## config.mk

```make
export PLATFORM = sky130hd
export DESIGN_NAME = bitstuff_codec
export DESIGN_NICKNAME = d
export VERILOG_FILES = /design/src/rtl/bitstuff_pkg.sv /design/src/rtl/run_tracker.sv /design/src/rtl/bitstuff_tx.sv /design/src/rtl/bitstuff_rx.sv /design/src/rtl/bitstuff_codec.sv
export SDC_FILE = /design/constraint.sdc
export NUM_CORES = 1
export LEC_CHECK = 0
export BUFFER_PORTS_ARGS = -buffer_cell sky130_fd_sc_hd__buf_2
export CORE_MARGIN = 2
export CORE_UTILIZATION = 51
export DETAILED_ROUTE_END_ITERATION = 8
export HOLD_SLACK_MARGIN = 0.02
export PLACE_DENSITY = 0.75
export SYNTH_ARGS = -nofsm -noshare
export SYNTH_HDL_FRONTEND = slang
export SYNTH_HIERARCHICAL = 1
export SYNTH_SLANG_ARGS = --single-unit
```

## constraint.sdc

```tcl
create_clock -name clk -period 2.1 [get_ports clk]
set_clock_uncertainty 0.15 [all_clocks]
set_input_delay 0.21 -clock clk [delete_from_list [all_inputs] [get_ports clk]]
set_output_delay 0.21 -clock clk [all_outputs]
set_load 0.01 [all_outputs]
```

## src/rtl/bitstuff_pkg.sv

```systemverilog
package bitstuff_pkg;

    // Operation applied to a run tracker on a bit strobe.
    typedef enum logic [1:0] {
        RUN_KEEP   = 2'd0,
        RUN_IDLE   = 2'd1,
        RUN_START  = 2'd2,
        RUN_EXTEND = 2'd3
    } run_op_e;

    // One bit time as seen by either half.
    typedef struct packed {
        logic lvl;
        logic sof;
        logic region;
    } serial_bit_t;

    // What a run tracker reports to its owner.
    typedef struct packed {
        logic full;
        logic last;
    } run_view_t;

    function automatic int run_cnt_width(input int run_len);
        return $clog2(run_len + 1);
    endfunction

endpackage

```

## src/rtl/run_tracker.sv

```systemverilog
module run_tracker
    import bitstuff_pkg::*;
#(
    parameter int RUN_LEN = 5
) (
    input  logic      clk,
    input  logic      rst,
    input  run_op_e   op,
    input  logic      bit_i,
    output run_view_t view
);
    localparam int CW = run_cnt_width(RUN_LEN);

    logic [CW-1:0] cnt;
    logic          last;

    always_ff @(posedge clk) begin
        if (rst) begin
            cnt  <= '0;
            last <= 1'b1;
        end else begin
            unique case (op)
                RUN_IDLE:  cnt <= '0;
                RUN_START: begin
                    cnt  <= CW'(1);
                    last <= bit_i;
                end
                RUN_EXTEND: begin
                    if (cnt != '0 && bit_i == last && cnt < CW'(RUN_LEN))
                        cnt <= cnt + CW'(1);
                    else
                        cnt <= CW'(1);
                    last <= bit_i;
                end
                default: ;
            endcase
        end
    end

    always_comb begin
        view.full = (cnt == CW'(RUN_LEN));
        view.last = last;
    end

    // a run never counts past its limit
    assert_run_bound_R1: assert property (@(posedge clk) disable iff (rst)
        cnt <= CW'(RUN_LEN));

endmodule

```

## src/rtl/bitstuff_tx.sv

```systemverilog
module bitstuff_tx
    import bitstuff_pkg::*;
#(
    parameter int RUN_LEN = 5
) (
    input  logic        clk,
    input  logic        rst,
    input  logic        stb,
    input  serial_bit_t up,
    output logic        hold,
    output logic        bit_o
);
    run_view_t view;
    run_op_e   op;

    // A start bit overrides a pending stuff bit.
    always_comb begin
        hold  = view.full & ~up.sof;
        bit_o = hold ? ~view.last : up.lvl;
    end

    always_comb begin
        if (!stb)           op = RUN_KEEP;
        else if (up.sof)    op = RUN_START;
        else if (hold)      op = RUN_START;
        else if (up.region) op = RUN_EXTEND;
        else                op = RUN_IDLE;
    end

    run_tracker #(.RUN_LEN(RUN_LEN)) i_run (
        .clk  (clk),
        .rst  (rst),
        .op   (op),
        .bit_i(bit_o),
        .view (view)
    );

    // the stuff bit opens a new run, so two stuff bits never follow each other
    assert_single_stuff_R2: assert property (@(posedge clk) disable iff (rst)
        (stb && hold) |=> !hold);

    // an out-of-region bit with nothing pending never leads to a stuff bit
    assert_no_stuff_outside_R3: assert property (@(posedge clk) disable iff (rst)
        (stb && !up.region && !hold) |=> !hold);

endmodule

```

## src/rtl/bitstuff_rx.sv

```systemverilog
module bitstuff_rx
    import bitstuff_pkg::*;
#(
    parameter int RUN_LEN = 5
) (
    input  logic        clk,
    input  logic        rst,
    input  logic        stb,
    input  serial_bit_t dn,
    output logic        valid,
    output logic        bit_o,
    output logic        err
);
    run_view_t view;
    run_op_e   op;
    logic      is_stuff;
    logic      same_lvl;

    always_comb begin
        is_stuff = view.full & ~dn.sof;
        same_lvl = (dn.lvl == view.last);
    end

    always_comb begin
        if (!stb)           op = RUN_KEEP;
        else if (dn.sof)    op = RUN_START;
        else if (is_stuff)  op = same_lvl ? RUN_IDLE : RUN_START;
        else if (dn.region) op = RUN_EXTEND;
        else                op = RUN_IDLE;
    end

    run_tracker #(.RUN_LEN(RUN_LEN)) i_run (
        .clk  (clk),
        .rst  (rst),
        .op   (op),
        .bit_i(dn.lvl),
        .view (view)
    );

    always_ff @(posedge clk) begin
        if (rst) begin
            valid <= 1'b0;
            bit_o <= 1'b0;
            err   <= 1'b0;
        end else begin
            valid <= stb & ~is_stuff;
            err   <= stb & is_stuff & same_lvl;
            if (stb) bit_o <= dn.lvl;
        end
    end

    // a stuff-position bit is never delivered
    assert_stuff_dropped_R6: assert property (@(posedge clk) disable iff (rst)
        (stb && is_stuff) |=> !valid);

    // error and delivery are exclusive
    assert_err_excl_R7: assert property (@(posedge clk) disable iff (rst)
        !(valid && err));

    // an error pulse always follows a strobe
    assert_err_after_stb_R7: assert property (@(posedge clk) disable iff (rst)
        err |-> $past(stb));

endmodule

```

## src/rtl/bitstuff_codec.sv

```systemverilog
module bitstuff_codec
    import bitstuff_pkg::*;
#(
    parameter int RUN_LEN = 5
) (
    input  logic clk,
    input  logic rst,
    input  logic bit_stb,
    input  logic tx_region,
    input  logic tx_sof,
    input  logic tx_bit_in,
    output logic tx_hold,
    output logic tx_bit_out,
    input  logic rx_region,
    input  logic rx_sof,
    input  logic rx_bit_in,
    output logic rx_bit_valid,
    output logic rx_bit_out,
    output logic rx_stuff_err
);
    serial_bit_t tx_up;
    serial_bit_t rx_dn;

    always_comb begin
        tx_up = '{lvl: tx_bit_in, sof: tx_sof, region: tx_region};
        rx_dn = '{lvl: rx_bit_in, sof: rx_sof, region: rx_region};
    end

    bitstuff_tx #(.RUN_LEN(RUN_LEN)) i_tx (
        .clk  (clk),
        .rst  (rst),
        .stb  (bit_stb),
        .up   (tx_up),
        .hold (tx_hold),
        .bit_o(tx_bit_out)
    );

    bitstuff_rx #(.RUN_LEN(RUN_LEN)) i_rx (
        .clk  (clk),
        .rst  (rst),
        .stb  (bit_stb),
        .dn   (rx_dn),
        .valid(rx_bit_valid),
        .bit_o(rx_bit_out),
        .err  (rx_stuff_err)
    );

endmodule

```

==> run summary, run 1 <==
Die area = 1660 sq um
Flop-to-flop setup slack = 0.12 ns
Pin count of the biggest net entering global routing = 12
Mapped Area = 688 sq um
Max Slew Vio Count = 0
DR WL/cell = 12.0 um
Num rows = 13
Slew HR = 0.787
Final Hold Viols = 0
Worst-path clk slew = 0.07 ns
Pre-CTS setup slack = 0.0985 ns
Deepest clock path buffer count = 2
Fin nets = 111
Distinct cells, synth = 25
Final GP Congestion = 0.723
Ranking of synthesized cells by area = dfxtp_1, ha_1, a21oi_1, nor3b_1, inv_1
Post-DP HPWL = 957 um
Drt first-iter violations = 5
Initial antenna violation count = 0
Fin crit period = 1.98 ns
Latest clock arrival within the worst-skew pair = 0.27 ns
DR pass1 iterations = 4
Antenna cells = 0
Worst Reg2Reg Path Length in Cells = 9
FILL cells = 118
Vias in the first global route = 547
Drc violations = 0
Reg2Reg Launch Point = i_rx/i_run/cnt[1]
Post-DRT Antenna Nets = 0
Clock sink count = 11
RSZ-0062 raised after global routing = yes
Max Cap Violations = 0
Yosys warnings = 6
Synth Flop Type = dfxtp_1
F_max = 505 MHz
Top cell type's share of synthesized area = 0.320
PnR worst setup slack = 0.119 ns
Register area share after synthesis = 0.320
First-pass GRT wire length = 2100 um
Area leader, netlist = dfxtp_1
Power per cell area = 548 nW/um^2
Hold Crit Class = in -> reg
IO Count = 14
Worst r2r dst = i_rx/i_run/cnt[2]
Final cell count without fillers = 110
WS Path Type = reg -> out
Syn avg cell area = 8.71 sq um
Hold Crit Depth = 2
Number of synthesized flops with an enable pin = 0
Commonest cells post-synth = dfxtp_1, a21oi_1, inv_1
Via count = 601
Leakage power figure = 0.000332 uW
Final Power = 441 uW
VDD IR max = 0.434 mV
Grt ovf = 0
CTS tree = done
Aggregate routed wire length = 1320 um
Die span in y = 40.7 um
Hold path startpoint = rx_bit_in
P&R area growth vs syn = 17.1%
Layout cells sized above 1 = 0.232
Post-DR vias/cell = 5.46
Core area = 1280 sq um
Inst Count DP = 106
Status = finished clean
Crit share post-route = 0.943
Clk root buf = clkbuf_4
Post-CTS sizing = 0
Worst Path Max Fanout = 4
Post-Synthesis Cells = 79
Setup crit end kind = output pin
Initial Utilization = 0.536
Critical path arrival = 1.62 ns
WHS Endpoint = i_rx/i_run/last
Cts hold-fix bufs = 0
CTS buffer count = 3
Count leader, synth = dfxtp_1
Syn Nets = 94
Required @ worst endpoint = 1.74 ns
H-tree levels = 1
Setup Viol. Count Final = 0
CP Launch Type = register
Ys async rst share = 0
Port Buf Inserts = 13
Synth Register Bits = 11
Die X = 40.7 um
Gr usage total = 0.200
Least-Margin Pin Slew = 0.318 ns
Post-CTS Setup Bufs = 0
==> power by group <==
part	internal (uW)	leakage, uW	total, uW	switching [uW]
logic	31.8	0.000227	70.5	38.7
registers	217	0.0000902	225	7.92
clock network	73.6	0.0000150	146	72.7
total	322	0.000332	441	119
==> worst max-delay path by stage <==
stage	start	end	slack, ns
after floorplan	i_tx/i_run/cnt[0]	i_tx/i_run/cnt[0]	0.14
after global placement	i_rx/i_run/cnt[1]	i_rx/i_run/cnt[2]	0.14
after detailed placement	i_rx/i_run/cnt[1]	i_rx/i_run/cnt[2]	0.1
after CTS	i_tx/i_run/cnt[1]	tx_bit_out	0.07
after global routing	i_tx/i_run/cnt[1]	i_tx/i_run/cnt[0]	-0.005
final	i_tx/i_run/cnt[1]	tx_bit_out	0.12
==> registers in the layout, indices dropped and copies added, names as in the netlist <==
register	count
i_tx/i_run/last	1
i_rx/i_run/last	1
i_rx/i_run/cnt	3
i_tx/i_run/cnt	3
i_rx/bit_o	1
i_rx/valid	1
i_rx/err	1
==> kinds of logic after synthesis <==
kind of cell	share of synthesized area
AOI/OAI and AO/OA	0.173
xor gates and xnor gates	0.0382
adders and majority gates	0.109
buffers and inverters	0.0600
DFF	0.320
muxes	0.0291
and+or+nand+nor	0.271
==> stage by stage <==
step | area [sq um] | hold slack, ns | util | TNS [ns]
final | 806 | 0.0664 | 0.627 | 0
after global routing | 806 | 0.0723 | 0.627 | -0.0153
after CTS | 791 | 0.0520 | 0.615 | 0
after detailed placement | 764 | 0.329 | 0.595 | 0
after global placement | 764 | 0.323 | 0.595 | 0
after floorplan | 688 | 0.129 | - | 0
==> worst max-delay path: stages, from the launching register on <==
cell and delay, ns:
dfxtp_1 0.37, inv_1 0.08, ha_1 0.17, and2_2 0.20, nor2b_4 0.13, mux2i_2 0.23
buf_2 0.18
==> cell usage in the layout, fill, tap and decap left out, types with 2 or more instances in the layout <==
cell      Yosys  final
buf_2         0     13
dfxtp_1      11     11
a21oi_1       9      9
inv_1         7      7
nand2_1       6      6
ha_1          6      6
nor3b_1       5      5
clkbuf_4      0      3
xor2_1        3      3
nand2b_1      3      3
nor2_1        3      3
and2_2        2      2
nor2b_1       2      2
a211o_1       2      2
or2_1         2      2
or3b_1        2      2
nand4_1       2      2
o41ai_1       2      2
o21ai_1       2      2
==> area by class of cell <==
cell class,instances,area [sq um],share of cell area
inverters,7,26.3,0.0326
clock buffers,4,26.3,0.0326
flip-flops and latches,11,220,0.273
repair buffers,14,72.6,0.0901
multi-input cells,59,442,0.548
well taps,15,18.8,0.0233
==> routing by layer <==
layer	track usage	vias to the layer above	wire length [um]
li1	-	311	-
met1	0.203	278	611
met2	0.349	10	651
met3	0.0489	2	43
met4	0.150	0	15
met5	0	-	0
No activity file was read; power rests on OpenSTA's default activity.
==> inputs of run 2 (changes only) <==
- CORE_UTILIZATION: 51 -> 46
- GPL_ROUTABILITY_DRIVEN: default -> 0
- PLACE_DENSITY: 0.75 -> 0.71
- clock period: 2.1 -> 1.6 ns (I/O delays scaled with it)
==> run 2 against run 1 <==
- the run now ends with setup timing left
- clock power rose by 38%
- wire length up 34%
- design area up 39%
- sequential cell count is the same
- critical path depth grew 1
- sequential share of layout area down 7.1 points
- first-iteration DRC count grew 120%
- global-route usage is 2.3 points higher
- combinational power rose by 130%
- worst setup slack lost 0.41 ns
- core utilization increased by 20 points
- clock-buffer cell count is the same
- largest cell class unchanged
- highest routed layer unchanged
==> run summary, run 2 (same netlist as run 1, synthesis figures left out) <==
Status = finished, violations left (was finished clean)
Failing checks = setup timing
FILL cells = 88 (was 118)
Grt ovf = 0 (unchanged)
Hold Crit Depth = 2 (unchanged)
Post-DR vias/cell = 5.27 (was 5.46)
IO Count = 14 (unchanged)
Pin count of the biggest net entering global routing = 12 (unchanged)
Latest clock arrival within the worst-skew pair = 0.28 ns (was 0.27 ns)
Setup Viol. Count Final = 8 (was 0)
Antenna cells = 0 (unchanged)
Die X = 42.7 um (was 40.7 um)
Core area = 1350 sq um (was 1280 sq um)
TNS Setup = -1.39 ns (was 0 ns)
Switching Fraction = 0.295 (was 0.270)
Leakage power figure = 0.000472 uW (was 0.000332 uW)
Required @ worst endpoint = 1.29 ns (was 1.74 ns)
Flop-to-flop setup slack = -0.24 ns (was 0.12 ns)
Critical path arrival = 1.58 ns (was 1.62 ns)
Hold path startpoint = bit_stb (was rx_bit_in)
Clk root buf = clkbuf_4 (unchanged)
Power Internal = 463 uW (was 322 uW)
Die span in y = 42.7 um (was 40.7 um)
Placed Area = 926 sq um (was 764 sq um)
VDD IR max = 0.501 mV (was 0.434 mV)
H-tree levels = 1 (unchanged)
Psw = 194 uW (was 119 uW)
Aggregate routed wire length = 1770 um (was 1320 um)
Layout Cell Area excl Fill = 1120 sq um (was 806 sq um)
Fin nets = 133 (was 111)
Drc violations = 0 (unchanged)
F_max = 529 MHz
Max Slew Vio Count = 0 (unchanged)
Power per cell area = 589 nW/um^2 (was 548 nW/um^2)
Gr usage total = 0.223 (was 0.200)
Vias in the first global route = 652 (was 547)
RSZ-0062 raised after global routing = yes (unchanged)
CP Launch Type = register (unchanged)
P&R area growth vs syn = 62.2% (was 17.1%)
Most frequent cells in the layout = buf_4, buf_2, dfxtp_1 (was buf_2, dfxtp_1, a21oi_1)
Initial Utilization = 0.510 (was 0.536)
Layout cells sized above 1 = 0.530 (was 0.232)
Crit share post-route = 1.18
Clock Power Share = 0.306 (was 0.331)
Max Cap Violations = 0 (unchanged)
Final Power = 657 uW (was 441 uW)
Post-DP HPWL = 1150 um (was 957 um)
WHS Endpoint = i_rx/valid (was i_rx/i_run/last)
Least-Margin Pin Slew = 0.337 ns (was 0.318 ns)
Most common cell after layout, fill and taps aside = buf_4 (was buf_2)
Initial antenna violation count = 0 (unchanged)
Gate power share = 0.245 (was 0.160)
CTS buffer count = 3 (unchanged)
Worst Reg2Reg Path Length in Cells = 9 (unchanged)
Setup crit end kind = output pin (unchanged)
Sequential share of power = 0.449 (was 0.509)
Post-DRT Antenna Nets = 0 (unchanged)
Worst r2r dst = i_tx/i_run/cnt[1] (was i_rx/i_run/cnt[2])
Pre-CTS setup slack = -0.223 ns (was 0.0985 ns)
DR pass1 iterations = 4 (unchanged)
Hold Crit Class = in -> reg (unchanged)
Die area = 1820 sq um (was 1660 sq um)
Final Hold Viols = 0 (unchanged)
Slew HR = 0.774 (was 0.787)
Port Buf Inserts = 13 (unchanged)
Deepest clock path buffer count = 2 (unchanged)
Fin crit period = 1.89 ns
Reg2Reg Launch Point = i_tx/i_run/cnt[1] (was i_rx/i_run/cnt[1])
Worst-path clk slew = 0.07 ns (about the same)
Worst Path Max Fanout = 2 (was 4)
CTS tree = done (unchanged)
Inst Count DP = 121 (was 106)
Final cell count without fillers = 132 (was 110)
Num rows = 13 (unchanged)
Drt first-iter violations = 11 (was 5)
Clock sink count = 11 (unchanged)
Largest regs = i_rx/i_run/cnt x3, i_tx/i_run/cnt x3 (unchanged)
WS Path Type = reg -> out (unchanged)
PnR worst setup slack = -0.290 ns (was 0.119 ns)
Via count = 695 (was 601)
DR WL/cell = 13.4 um (was 12.0 um)
First-pass GRT wire length = 2930 um (was 2100 um)
## run 2: layout make-up
type	instances	area, sq um	share of cell area
Clock buffer	4	26.3	0.0235
Inverter	7	26.3	0.0235
Multi-Input combinational cell	59	563	0.504
Sequential cell	11	225	0.202
Tap cell	15	18.8	0.0168
Timing Repair Buffer	36	256	0.230
## run 2: metrics by stage
stage                      util  hold slack (ns)
final                     0.827           0.0301
after global routing      0.827           0.0349
after CTS                 0.779           0.0241
after detailed placement  0.686            0.286
after floorplan               -           0.0717
after global placement    0.686            0.281
## run 2: worst max path at each step
stage,endpoint,startpoint,slack [ns],cells after the start
after detailed placement,i_tx/i_run/cnt[0],i_tx/i_run/cnt[1],-0.22,8
final,tx_bit_out,i_tx/i_run/cnt[1],-0.29,7
after global placement,i_tx/i_run/cnt[0],i_tx/i_run/cnt[1],-0.19,8
after CTS,tx_bit_out,i_tx/i_run/cnt[1],-0.28,7
after floorplan,i_tx/i_run/cnt[0],i_tx/i_run/cnt[1],-0.23,8
after global routing,tx_bit_out,i_tx/i_run/cnt[1],-0.36,7
## run 2: power by group through the flow
stage | Clock, uW | Combinational [uW] | Sequential (uW)
6_report | 201 | 161 | 295
2_1_floorplan | 0 | 63.4 | 302
5_1_grt | 223 | 176 | 297
4_1_cts | 210 | 144 | 294
3_5_place_dp | 0 | 121 | 300
3_3_place_gp | 0 | 116 | 300
## run 2: what timing repair did
action,in CTS,in global routing
pin swaps,10,4
gates cloned,0,0
endpoints found under the hold margin,2,0
setup buffers,3,2
endpoints found under the setup margin,9,10
hold buffers,2,0
resized for setup,11,9
## run 2: routing by layer
metal | routed length [um] | GRT usage | up-vias
met1 | 809 | 0.289 | 320
met4 | 33 | 0.0938 | 0
met5 | 0 | 0 | -
li1 | - | - | 351
met3 | 104 | 0.0766 | 4
met2 | 817 | 0.333 | 20
## run 2: critical path, stage by stage, from the launching register on
cell	delay, ns
dfxtp_2	0.32
inv_2	0.07
ha_4	0.13
and2_4	0.13
nor2b_4	0.17
mux2i_4	0.26
buf_6	0.12
buf_6	0.09
